<file path="src/rtl/irq_prio_pkg.sv">
package irq_prio_pkg;

  // Total response length in cycles, counted from the acceptance cycle.
  function automatic int unsigned resp_len(input logic from_sleep,
                                           input int unsigned base,
                                           input int unsigned wake);
    return from_sleep ? base + wake : base;
  endfunction

endpackage

</file>
<file path="src/rtl/irq_flag_bank.sv">
module irq_flag_bank #(
  parameter int N = 8,
  parameter logic [N-1:0] LEVEL_MASK = '0
) (
  input  logic         clk,
  input  logic         rst_n,
  input  logic [N-1:0] irq_i,
  input  logic [N-1:0] en,
  input  logic [N-1:0] clr,
  input  logic [N-1:0] served,
  output logic [N-1:0] flags,
  output logic [N-1:0] pend
);

  for (genvar i = 0; i < N; i++) begin : g_src
    if (LEVEL_MASK[i]) begin : g_lvl
      // live request, nothing remembered
      assign flags[i] = 1'b0;
      assign pend[i]  = en[i] & irq_i[i];
    end else begin : g_evt
      logic fq;
      always_ff @(posedge clk) begin
        if (!rst_n)                  fq <= 1'b0;
        else if (irq_i[i])           fq <= 1'b1;   // new event beats a clear
        else if (clr[i] | served[i]) fq <= 1'b0;
      end
      assign flags[i] = fq;
      assign pend[i]  = en[i] & fq;
    end
  end

endmodule

</file>
<file path="src/rtl/irq_pick.sv">
module irq_pick #(
  parameter int N  = 8,
  parameter int VW = 4
) (
  input  logic [N-1:0]  pend,
  output logic          any,
  output logic [VW-1:0] vec,
  output logic [N-1:0]  oh
);

  // scan from the top so the lowest index is written last and wins
  always_comb begin
    any = 1'b0;
    vec = '0;
    oh  = '0;
    for (int i = N - 1; i >= 0; i--) begin
      if (pend[i]) begin
        any   = 1'b1;
        vec   = VW'(i + 1);
        oh    = '0;
        oh[i] = 1'b1;
      end
    end
  end

endmodule

</file>
<file path="src/rtl/irq_seq.sv">
module irq_seq
  import irq_prio_pkg::*;
#(
  parameter int RESP = 4,
  parameter int WAKE = 4,
  parameter int VW   = 4,
  parameter int LW   = 4
) (
  input  logic          clk,
  input  logic          rst_n,
  input  logic          any_pend,
  input  logic [VW-1:0] win_vec,
  input  logic          boundary,
  input  logic          sleep_i,
  input  logic          gie_set,
  input  logic          gie_clr,
  input  logic          reti,
  input  logic          vec_ack,
  output logic          accept,
  output logic          gie,
  output logic          vec_valid,
  output logic [VW-1:0] vec_idx,
  output logic          busy
);

  logic          gie_q, hold_q, busy_q;
  logic [LW-1:0] left_q;
  logic [VW-1:0] idx_q;

  assign accept    = !busy_q && gie_q && !gie_clr && !hold_q && boundary && any_pend;
  assign vec_valid = busy_q && (left_q == '0);
  assign vec_idx   = idx_q;
  assign gie       = gie_q;
  assign busy      = busy_q;

  always_ff @(posedge clk) begin
    if (!rst_n) begin
      gie_q  <= 1'b0;
      hold_q <= 1'b0;
    end else begin
      if (accept || gie_clr)   gie_q <= 1'b0;
      else if (gie_set || reti) gie_q <= 1'b1;

      if (gie_set || reti) hold_q <= 1'b1;   // guard the next instruction
      else if (boundary)   hold_q <= 1'b0;
    end
  end

  always_ff @(posedge clk) begin
    if (!rst_n) begin
      busy_q <= 1'b0;
      left_q <= '0;
      idx_q  <= '0;
    end else if (accept) begin
      busy_q <= 1'b1;
      left_q <= LW'(resp_len(sleep_i, RESP, WAKE) - 1);
      idx_q  <= win_vec;
    end else if (busy_q) begin
      if (left_q != '0) left_q <= left_q - 1'b1;
      else if (vec_ack) busy_q <= 1'b0;
    end
  end

endmodule

</file>
<file path="src/rtl/irq_prio_ctrl.sv">
module irq_prio_ctrl #(
  parameter int N_SRC = 8,
  parameter logic [N_SRC-1:0] LEVEL_MASK = 'hC0,
  parameter int RESP_CYC = 4,
  parameter int WAKE_CYC = 4,
  localparam int VW = $clog2(N_SRC + 1),
  localparam int LW = $clog2(RESP_CYC + WAKE_CYC + 1)
) (
  input  logic             clk,
  input  logic             rst_n,
  input  logic [N_SRC-1:0] irq_i,
  input  logic             en_we,
  input  logic [N_SRC-1:0] en_wdata,
  output logic [N_SRC-1:0] en_o,
  input  logic [N_SRC-1:0] flag_clr,
  output logic [N_SRC-1:0] flags_o,
  input  logic             gie_set,
  input  logic             gie_clr,
  input  logic             reti,
  output logic             gie_o,
  input  logic             insn_start,
  input  logic             sleep_i,
  output logic             vec_valid,
  output logic [VW-1:0]    vec_idx,
  input  logic             vec_ack
);

  logic [N_SRC-1:0] en_q, pend, win_oh, served;
  logic [VW-1:0]    win_vec;
  logic             any_pend, accept, busy, boundary;

  always_ff @(posedge clk) begin
    if (!rst_n)     en_q <= '0;
    else if (en_we) en_q <= en_wdata;
  end
  assign en_o = en_q;

  assign boundary = insn_start | sleep_i;
  assign served   = win_oh & {N_SRC{accept}};

  irq_flag_bank #(.N(N_SRC), .LEVEL_MASK(LEVEL_MASK)) u_flags (
    .clk(clk), .rst_n(rst_n), .irq_i(irq_i), .en(en_q), .clr(flag_clr),
    .served(served), .flags(flags_o), .pend(pend)
  );

  irq_pick #(.N(N_SRC), .VW(VW)) u_pick (
    .pend(pend), .any(any_pend), .vec(win_vec), .oh(win_oh)
  );

  irq_seq #(.RESP(RESP_CYC), .WAKE(WAKE_CYC), .VW(VW), .LW(LW)) u_seq (
    .clk(clk), .rst_n(rst_n), .any_pend(any_pend), .win_vec(win_vec),
    .boundary(boundary), .sleep_i(sleep_i), .gie_set(gie_set),
    .gie_clr(gie_clr), .reti(reti), .vec_ack(vec_ack), .accept(accept),
    .gie(gie_o), .vec_valid(vec_valid), .vec_idx(vec_idx), .busy(busy)
  );

endmodule

</file>
<file path="config.mk">
export PLATFORM = sky130hd
export DESIGN_NAME = irq_prio_ctrl
export DESIGN_NICKNAME = d
export VERILOG_FILES = /design/src/rtl/irq_prio_pkg.sv /design/src/rtl/irq_flag_bank.sv /design/src/rtl/irq_pick.sv /design/src/rtl/irq_seq.sv /design/src/rtl/irq_prio_ctrl.sv
export SDC_FILE = /design/constraint.sdc
export NUM_CORES = 1
export LEC_CHECK = 0
export BUFFER_PORTS_ARGS = -buffer_cell sky130_fd_sc_hd__buf_2
export CAP_MARGIN = 40
export CELL_PAD_IN_SITES_DETAIL_PLACEMENT = 1
export CELL_PAD_IN_SITES_GLOBAL_PLACEMENT = 1
export CORE_AREA = 2 2 65 67
export CTS_CLUSTER_DIAMETER = 200
export DETAILED_ROUTE_END_ITERATION = 10
export DIE_AREA = 0 0 67 69
export PLACE_DENSITY = 0.74
export SETUP_SLACK_MARGIN = 0.3
export SYNTH_ARGS = -nofsm -noshare
export SYNTH_HDL_FRONTEND = slang
export SYNTH_SLANG_ARGS = --single-unit
</file>
<file path="constraint.sdc">
create_clock -name clk -period 2.3 [get_ports clk]
set_input_delay 0 -clock clk [delete_from_list [all_inputs] [get_ports clk]]
set_output_delay 0 -clock clk [all_outputs]
set_load 0.02 [all_outputs]
</file>
==> impl_metrics.py, run 1 <==
metrics = {
    "sta": {
        "rsz0062_at_grt": "yes",
        "finalSetupViolCount": 0,
        "hold_viol": 0,
        "post-route-period-util": 0.8264,
        "finalWorstSetupSlack_ns": 0.3994,
        "worst_pin_slew_ns": 0.5862,
        "drv_slew": 0,
        "tns_ns": 0,
        "period_needed_ns": 1.901,
        "fmax_mhz": 526.1,
        "relSlewSlack": 0.6088,
        "skew_ns": 0.01066,
    },
    "logic_synthesis": {
        "ys_top_cells_by_area": "dfxtp_1 (40%), mux2i_1 (7.3%), buf_4 (5.5%)",
        "synth_edf_count": 0,
        "synth_top_area_share": 0.4040,
        "synth_cell_types": 41,
        "synth-main-ff-cell": "dfxtp_1",
        "ys_seq_elements": 25,
        "synth_warnings": 0,
        "yosys.area.top_type": "dfxtp_1",
        "syn_inst": 138,
        "syn_area_sq_um": 1239,
        "synthArstFlopShare": 0,
        "synth_common_cells": "dfxtp_1 (25), nor2_1 (14), nand2_1 (13), buf_4 (9), mux2i_1 (9)",
        "synth_most_common_cell": "dfxtp_1",
        "seq_area_frac_synth": 0.4040,
        "synth.avg_cell_area_sq_um": 8.976,
    },
    "job": {
        "cap_viol_max_count": 0,
    },
    "global_routing": {
        "antenna_found_initial": 0,
        "grt_max_degree": 17,
        "grt_first_pass_wirelength_um": 6258,
        "gr-total-overflow": 0,
        "grt_pass1_vias": 1380,
        "grtUsageTotal": 0.1719,
    },
    "clocking": {
        "clock-sinks": 25,
        "clock_tree.buffer_depth": 2,
        "cts_root_buf": "clkbuf_8",
        "htree_levels": 1,
        "clk_pin_slew_worst_paths_ns": 0.09,
        "numCtsBuffers": 3,
        "clock_latency_ns": 0.27,
        "cts_tree": "done",
    },
    "critical_path": {
        "cp_slowest_cell": "nor4_4",
        "cp-start-kind": "flop",
        "r2r-end": "u_seq.left_q[2]",
        "cp.arrival_ns": 2.09,
        "cp_cell_sequence": "or2b_2, nor4_4, nand2_4, nand2_2, ha_4, nand2_1, nor3b_2, a21oi_1, o31ai_2",
        "critPathMaxStageDelay_ns": 0.36,
        "path_class": "flop to flop",
        "rrSetupSlack_ns": 0.40,
        "r2r_cells": 9,
        "cp-end-kind": "flop",
        "path_buf_inv": 0,
        "cp_data_required_time_ns": 2.49,
        "r2r-start": "u_seq.gie",
        "cp_top_family": "simple AND/OR/NAND/NOR gates",
        "critical_path.max_fanout": 3,
    },
    "pwr": {
        "ir_worst_vdd_mv": 0.2190,
        "clock_power_share": 0.290,
        "p_leak_nw": 0.7970,
        "p_switching_mw": 0.2682,
        "p_comb_frac": 0.201,
        "power_frac_seq": 0.509,
        "p_int_mw": 0.6664,
        "power.share.switching": 0.2870,
        "power.density_nw_per_um2": 523.5,
    },
    "placed_design": {
        "place.port_buffers": 50,
        "dp_slack_ns": 0.2324,
        "finalWeightedCongestion": 0.7371,
        "hpwl_um": 2699,
    },
    "final_layout": {
        "post-route-util": 0.4562,
        "final-seq-area_sq_um": 506.7,
        "fillers": 479,
        "drive_gt1_frac": 0.3762,
        "final_nets": 237,
        "multi_input_comb_area_sq_um": 694.4,
        "diodes": 0,
        "areaGrowthSynthToFinish_pct": 44.14,
    },
    "routing": {
        "vias_per_cell": 5.016,
        "vias": 1264,
        "wl_um": 3712,
        "dr.pass1.iters": 4,
        "wl_per_cell_um": 14.73,
        "ant_nets": 0,
        "drt_iter0_markers": 39,
        "remaining_drc_errors": 0,
    },
    "hold_path": {
        "min_path_cells": 3,
        "min_from": "gie_set",
        "worstHoldEndpoint": "u_seq.gie",
        "hold_path.class": "input port to flop",
    },
    "outcome": {
        "status": "completed",
    },
    "die": {
        "core-area_sq_um": 3914,
        "die_height_um": 69,
        "rows": 23,
        "pin_count": 55,
        "initial_core_util": 0.3165,
        "die_area_sq_um": 4623,
        "die_w_um": 67,
    },
}
## cell type report
class,instances,area share
inverter,4,0.008409
timing repair buffer,72,0.2565
sequential,25,0.2838
multi-input combinational,97,0.3889
clock buffer,3,0.02313
clock inverter,1,0.004205
tap,50,0.03504
## logic make-up (layout without fill, tap and decap cells)
group,Yosys count,in the layout,synth area share
DFF,25,25,0.4040
AOI/OAI and AO/OA,31,31,0.1808
and+or+nand+nor,52,52,0.2222
other,1,2,0.003027
buffers and inverters,17,80,0.09292
xor gates and xnor gates,2,2,0.01414
adders and majority gates,1,1,0.01010
muxes,9,9,0.07273
## placed cells by master (no fill, tap or decap), types with 2 or more instances in the layout
cell           netlist  routed
o21a_1               2       2
inv_1                4       4
clkbuf_8             1       3
buf_4                9       5
nor2b_1              3       3
dfxtp_1             25      22
nand2_1             13      10
nor2_1              14      14
nand2_2              0       2
nor4_4               1       2
and2_1               3       2
a21oi_1              7       7
nor3_1               2       2
buf_2                0      50
nand2b_1             4       4
nand3_1              4       4
nand4_1              3       3
conb_1               1       2
dfxtp_2              0       2
a22o_1               2       2
o21ai_0              5       5
dlygate4sd3_1        0      17
a211oi_1             2       2
mux2i_1              9       9
a41oi_1              2       2
## sequential cells by signal (all words and copies together), names as in the netlist
name,flops
en_o,8
u_seq.left_q,4
u_seq.vec_idx,4
u_seq.busy,1
u_seq.hold_q,1
u_flags.g_src.g_evt.fq,6
u_seq.gie,1
## metal layers
metal  GRT usage  up-vias  share of wire
met2      0.3234       50           0.55
met3     0.03263        4          0.051
met4     0.03401        0         0.0078
met1      0.1942      600           0.39
li1            -      610              -
met5           0        -              0
## power groups by stage
stage | Combinational, mW | Sequential [mW] | Clock, mW
after floorplan | 0.0929 | 0.490 | 0
after global placement | 0.146 | 0.481 | 0
after detailed placement | 0.153 | 0.484 | 0
after CTS | 0.180 | 0.475 | 0.281
after global routing | 0.205 | 0.480 | 0.309
final | 0.188 | 0.475 | 0.271
## repair_timing
| item | 4_1_cts | 5_1_grt |
|---|---|---|
| setup buffers | 2 | 1 |
| hold endpoints to repair | 16 | 0 |
| gates resized for setup | 2 | 10 |
| pin swaps | 2 | 5 |
| endpoints found under the setup margin | 2 | 3 |
| hold buffers | 17 | 0 |
## worst max-delay path by stage
stage / startpoint / endpoint / slack [ns] / cells past startpoint
6_report: u_seq.gie / u_seq.left_q[2] / 0.40 / 9
5_1_grt: u_seq.gie / u_seq.left_q[2] / 0.27 / 9
3_3_place_gp: en_o[0] / u_seq.left_q[2] / 0.33 / 9
4_1_cts: en_o[0] / u_seq.left_q[2] / 0.32 / 10
2_1_floorplan: en_o[0] / u_seq.left_q[1] / 0.26 / 7
3_5_place_dp: u_flags.g_src[0].g_evt.fq / u_seq.left_q[2] / 0.23 / 9
## tightest hold or removal path, stage by stage
cell and delay (ns):
buf_2 0.09, nor3_1 0.06, nor4_4 0.12
## metrics by stage
stage	hold slack, ns	std cells	power (mW)	instance area (sq um)
after floorplan	0.07097	139	0.5832	1256
after detailed placement	0.2211	228	0.6366	1484
final	0.05275	252	0.9346	1785
after global routing	0.05698	252	0.9938	1785
after CTS	0.04589	251	0.9349	1732
after global placement	0.2082	228	0.6274	1484
No activity file was read; power rests on OpenSTA's default activity.
==> inputs of run 2 (changes only) <==
--- a/config.mk
+++ b/config.mk
@@ -9,11 +9,11 @@
 export CAP_MARGIN = 40
 export CELL_PAD_IN_SITES_DETAIL_PLACEMENT = 1
 export CELL_PAD_IN_SITES_GLOBAL_PLACEMENT = 1
-export CORE_AREA = 2 2 65 67
+export CORE_AREA = 2 2 68 70
 export CTS_CLUSTER_DIAMETER = 200
 export DETAILED_ROUTE_END_ITERATION = 10
-export DIE_AREA = 0 0 67 69
-export PLACE_DENSITY = 0.74
+export DIE_AREA = 0 0 70 72
+export PLACE_DENSITY = 0.71
 export SETUP_SLACK_MARGIN = 0.3
 export SYNTH_ARGS = -nofsm -noshare
 export SYNTH_HDL_FRONTEND = slang
==> constraint.sdc (replaced) <==
create_clock -name clk -period 1.6 [get_ports clk]
set_input_delay 0 -clock clk [delete_from_list [all_inputs] [get_ports clk]]
set_output_delay 0 -clock clk [all_outputs]
set_load 0.02 [all_outputs]
==> run 2 against run 1 <==
Net effect:
- the run now ends with negative setup slack left
- combinational power is 100% higher
- critical path depth stayed put
- register-to-register slack worse by 0.66 ns
- clock power is 37% higher
- power is 52% higher
- setup slack worse by 0.66 ns
- first-iteration DRC count is 5.1% lower
- sequential share of layout area is 4.8 points lower
- worst hold slack better by 0.0043 ns
- via count is 9.9% higher
- die area is 9.0% higher
- highest routed layer unchanged
==> impl_metrics.py, run 2 (same netlist as run 1, synthesis figures left out) <==
metrics = {
    "pwr": {
        "p_leak_nw": 1.007,
        "power.density_nw_per_um2": 654.6,
        "ir_worst_vdd_mv": 0.2893,
    },
    "clocking": {
        "clock_tree.buffer_depth": 2,
        "cts_tree": "done",
        "clock_latency_ns": 0.27,
        "clk_pin_slew_worst_paths_ns": 0.08,
        "numCtsBuffers": 3,
        "htree_levels": 1,
        "cts_root_buf": "clkbuf_8",
        "clock-sinks": 25,
    },
    "critical_path": {
        "path_buf_inv": 1,
        "cp-start-kind": "flop",
        "path_class": "flop to flop",
        "cp_data_required_time_ns": 1.79,
        "cp.arrival_ns": 2.05,
        "r2r_cells": 9,
        "cp_top_family": "simple AND/OR/NAND/NOR gates",
        "r2r-end": "u_seq.left_q[2]",
        "cp_slowest_cell": "a222oi_1",
        "cp_cell_sequence": "a222oi_1, buf_4, nand4_4, nand2_4, nand2_2, ha_4, xnor2_1, nand4_1, o31ai_2",
        "rrSetupSlack_ns": -0.26,
        "critical_path.max_fanout": 3,
        "r2r-start": "en_o[0]",
        "cp-end-kind": "flop",
        "critPathMaxStageDelay_ns": 0.35,
    },
    "final_layout": {
        "final_common_cell": "buf_2",
        "final_nets": 274,
        "post-route-util": 0.5079,
        "multi_input_comb_area_sq_um": 743.2,
        "largest_register_ffs": 8,
        "layout_common_cells": "buf_2 (49), buf_4 (30), dfxtp_1 (21)",
        "fillers": 520,
        "diodes": 0,
        "areaGrowthSynthToFinish_pct": 74.85,
        "stdcell_area_sq_um": 2166,
        "drive_gt1_frac": 0.5105,
        "final-seq-area_sq_um": 510.5,
    },
    "global_routing": {
        "grt_max_degree": 17,
        "grtUsageTotal": 0.1581,
        "grt_first_pass_wirelength_um": 6403,
        "grt_pass1_vias": 1380,
        "antenna_found_initial": 0,
        "gr-total-overflow": 0,
    },
    "outcome": {
        "status": "complete, but fails checks",
        "violations": "negative setup slack",
    },
    "die": {
        "initial_core_util": 0.2905,
        "die_w_um": 70,
        "die_area_sq_um": 5040,
        "rows": 24,
        "pin_count": 55,
        "die_height_um": 72,
        "core-area_sq_um": 4264,
    },
    "routing": {
        "ant_nets": 0,
        "drt_iter0_markers": 37,
        "wl_met3_um": 199,
        "remaining_drc_errors": 0,
        "wl_per_cell_um": 14.32,
        "top_layer_used": "met4",
        "vias": 1389,
        "wl_met1_um": 1704,
        "wl_um": 4167,
        "vias_per_cell": 4.773,
        "routed-wl-met2_um": 2231,
        "dr.pass1.iters": 4,
    },
    "sta": {
        "drv_slew": 0,
        "finalWorstSetupSlack_ns": -0.2588,
        "period_needed_ns": 1.859,
        "worst_pin_slew_ns": 0.6163,
        "hold_viol": 0,
        "skew_ns": 0.002870,
        "fmax_mhz": 538.0,
        "rsz0062_at_grt": "yes",
        "relSlewSlack": 0.5887,
        "finalSetupViolCount": 16,
        "post-route-period-util": 1.162,
    },
    "job": {
        "cap_viol_max_count": 0,
    },
    "placed_design": {
        "hpwl_um": 2913,
        "placed_area_sq_um": 1697,
        "finalWeightedCongestion": 0.7518,
        "dp_slack_ns": -0.2999,
        "place.port_buffers": 50,
    },
    "hold_path": {
        "worstHoldEndpoint": "u_flags.g_src[2].g_evt.fq",
        "min_from": "flag_clr[2]",
        "hold_path.class": "input port to flop",
        "min_path_cells": 3,
    },
}
## run 2: repair_timing
action                     4_1_cts  5_1_grt
gates resized for setup         20       19
hold buffers                    17        0
setup buffers                    6        8
hold endpoints to repair        16        0
pin swaps                       10       10
setup endpoints to repair       17       17
## run 2: per-layer routing
layer	global-route usage	vias up
li1	-	687
met1	0.1896	658
met2	0.2974	41
met3	0.02778	3
met4	0.03205	0
met5	0	-
## run 2: worst min-delay path: stages
cell    delay, ns
buf_2        0.08
nor2_1       0.03
a22o_1       0.17
## run 2: per-stage QoR
step	hold WS [ns]	power, mW	setup TNS (ns)	std cells
floorplan	0.06182	0.8403	-2.093	139
global placement	0.2230	0.9616	-1.373	256
detailed placement	0.2217	0.9689	-1.801	256
CTS	0.05790	1.407	-1.484	283
global route	0.05958	1.492	-3.347	291
finish	0.05704	1.418	-1.967	291
## run 2: worst max-delay path by stage
stage | from | to | slack (ns) | cells past startpoint
5_1_grt | en_o[0] | u_seq.left_q[2] | -0.39 | 9
4_1_cts | en_o[0] | u_seq.left_q[1] | -0.25 | 8
6_report | en_o[0] | u_seq.left_q[2] | -0.26 | 9
3_5_place_dp | en_o[0] | u_seq.left_q[2] | -0.30 | 10
2_1_floorplan | en_o[0] | u_seq.left_q[1] | -0.44 | 7
3_3_place_gp | en_o[0] | u_seq.left_q[2] | -0.24 | 10
## run 2: cell type report
class | instances | area share
multi-input combinational | 97 | 0.3432
sequential | 25 | 0.2357
inverter | 4 | 0.006932
tap | 52 | 0.03004
clock buffer | 4 | 0.02080
timing repair buffer | 109 | 0.3634
## run 2: where the power goes
part / leakage [nW] / switching (mW) / internal [mW] / total, mW
clock: 0.0228 / 0.194 / 0.178 / 0.372
sequential: 0.208 / 0.0158 / 0.649 / 0.665
combinational: 0.776 / 0.179 / 0.201 / 0.380
total: 1.01 / 0.389 / 1.03 / 1.42
==> inputs of run 3 (changes only) <==
--- a/config.mk
+++ b/config.mk
@@ -13,6 +13,7 @@
 export CTS_CLUSTER_DIAMETER = 200
 export DETAILED_ROUTE_END_ITERATION = 10
 export DIE_AREA = 0 0 70 72
+export GPL_TIMING_DRIVEN = 0
 export PLACE_DENSITY = 0.71
 export SETUP_SLACK_MARGIN = 0.3
 export SYNTH_ARGS = -nofsm -noshare
==> run 3 against run 2 <==
Net effect:
- the flow finishes with violations (negative hold slack, negative setup slack)
- register-to-register slack worse by 0.03 ns
- largest power group unchanged
- sequential share of layout area rose by 1.8 points
- power is 1.8% lower
- sequential cell count stayed put
- fmax is 1.8% lower
- critical path depth rose by 1
- non-clock buffer count shrank 15
- combinational power down 12%
- cell count is 5.2% lower
- largest cell class is now multi-input gates
==> impl_metrics.py, run 3 (same netlist as run 1, synthesis figures left out) <==
metrics = {
    "critical_path": {
        "cp.arrival_ns": 2.08,
        "path_class": "flop to flop",
        "cp-end-kind": "flop",
        "cp_data_required_time_ns": 1.79,
        "cp-start-kind": "flop",
        "critical_path.max_fanout": 4,
    },
    "die": {
        "die_area_sq_um": 5040,
        "core-area_sq_um": 4264,
        "pin_count": 55,
        "initial_core_util": 0.2905,
        "die_w_um": 70,
        "rows": 24,
        "die_height_um": 72,
    },
    "final_layout": {
        "drive_gt1_frac": 0.4643,
        "post-route-util": 0.4748,
        "diodes": 0,
        "layout_common_cells": "buf_2 (48), buf_4 (24), dfxtp_1 (20)",
        "areaGrowthSynthToFinish_pct": 63.43,
        "final_nets": 259,
        "fillers": 526,
        "final_common_cell": "buf_2",
        "fin_cells": 276,
        "largest_register_ffs": 8,
    },
    "clocking": {
        "clock_latency_ns": 0.27,
        "cts_root_buf": "clkbuf_8",
        "clock_tree.buffer_depth": 2,
        "numCtsBuffers": 3,
        "clock-sinks": 25,
        "clk_pin_slew_worst_paths_ns": 0.09,
        "htree_levels": 1,
        "cts_tree": "done",
    },
    "sta": {
        "fmax_mhz": 528.1,
        "period_needed_ns": 1.894,
        "whs_ns": -0.009264,
        "finalSetupViolCount": 11,
        "hold_viol": 1,
        "post-route-period-util": 1.184,
        "worst_pin_slew_ns": 0.6248,
        "drv_slew": 0,
        "rsz0062_at_grt": "yes",
        "skew_ns": 0.004683,
        "finalWorstSetupSlack_ns": -0.2937,
        "relSlewSlack": 0.5835,
    },
    "placed_design": {
        "finalWeightedCongestion": 0.6975,
        "dp_slack_ns": -0.8013,
        "place_inst": 240,
        "place.port_buffers": 49,
        "hpwl_um": 2583,
    },
    "routing": {
        "ant_nets": 0,
        "wl_per_cell_um": 14.64,
        "wl_um": 4041,
        "drt_iter0_markers": 19,
        "dr.pass1.iters": 4,
        "vias_per_cell": 4.808,
        "remaining_drc_errors": 0,
        "vias": 1327,
    },
    "global_routing": {
        "gr-total-overflow": 0,
        "grt_pass1_vias": 1377,
        "grtUsageTotal": 0.1577,
        "grt_max_degree": 14,
        "antenna_found_initial": 0,
        "grt_first_pass_wirelength_um": 6354,
    },
    "job": {
        "cap_viol_max_count": 0,
    },
    "outcome": {
        "violations": "negative hold slack, negative setup slack",
        "status": "complete, but fails checks",
    },
    "pwr": {
        "ir_worst_vdd_mv": 0.3514,
        "power.density_nw_per_um2": 687.5,
        "p_leak_nw": 0.9206,
    },
    "hold_path": {
        "hold_path.class": "input port to flop",
    },
}
[run 3: cell count changes in the layout (fill, tap and decap cells not counted), moves of 2 or more]
cell	before	now
clkbuf_1	1	3
nand2_4	1	4
a22oi_2	0	2
buf_4	30	24
buf_6	13	2
a22oi_1	2	0
o21ai_1	0	2
nand2_2	3	0
[run 3: critical path, cell delays in order, from the launching register on]
cell	delay, ns
dfxtp_4	0.35
or2b_4	0.26
nor4_4	0.26
buf_6	0.15
nand2_4	0.08
nand2_4	0.08
ha_4	0.15
nand2_4	0.06
nor3b_2	0.20
a21oi_2	0.05
o31ai_2	0.17
[run 3: layout make-up]
type / count / area [sq um] / area share
Buffer: 13 / 103.9 / 0.05130
Clock buffer: 4 / 45.04 / 0.02225
Inverter: 4 / 15.01 / 0.007417
Multi-Input combinational cell: 97 / 745.7 / 0.3684
Sequential cell: 25 / 514.2 / 0.2540
Tap cell: 52 / 65.06 / 0.03214
Timing Repair Buffer: 81 / 535.5 / 0.2645
[run 3: path summary, 6_finish.rpt]
| kind | start | to | slack, ns | cells past startpoint |
|---|---|---|---|---|
| setup / recovery | u_seq.gie | u_seq.left_q[2] | -0.29 | 10 |
| hold / removal | irq_i[1] | u_flags.g_src[1].g_evt.fq | -0.009 | 3 |
| setup reg to reg | u_seq.gie | u_seq.left_q[2] | -0.29 | 10 |
| hold reg to reg | u_seq.vec_idx[2] | u_seq.vec_idx[2] | 0.47 | 2 |
[run 3: repair_timing]
item,4_1_cts,5_1_grt
setup endpoints to repair,16,17
endpoints found under the hold margin,15,0
hold buffers,16,0
resized for setup,12,18
pin swaps,6,6
buffers inserted,10,6
[run 3: layer usage]
layer | wire (um) | track usage | share of wire | vias up
met5 | 0 | 0 | 0 | -
met4 | 39 | 0.01923 | 0.0097 | 0
met3 | 162 | 0.03056 | 0.040 | 4
met2 | 2106 | 0.2942 | 0.52 | 36
met1 | 1733 | 0.1944 | 0.43 | 635
li1 | - | - | - | 652
[run 3: where the power goes]
group / internal (mW) / switching [mW] / leakage (nW) / total, mW
clock: 0.178 / 0.200 / 0.0228 / 0.378
sequential: 0.649 / 0.0312 / 0.208 / 0.680
combinational: 0.174 / 0.159 / 0.690 / 0.333
total: 1.00 / 0.390 / 0.921 / 1.39
[run 3: stage by stage]
step,hold slack [ns],instance area [sq um],setup TNS [ns],power [mW]
2_1_floorplan,0.06182,1271,-2.093,0.8403
3_3_place_gp,0.2179,1582,-5.475,0.9311
3_5_place_dp,0.2266,1582,-5.741,0.9353
4_1_cts,0.001767,1919,-1.487,1.375
5_1_grt,0.01095,2024,-2.705,1.481
6_report,-0.009264,2024,-1.335,1.392
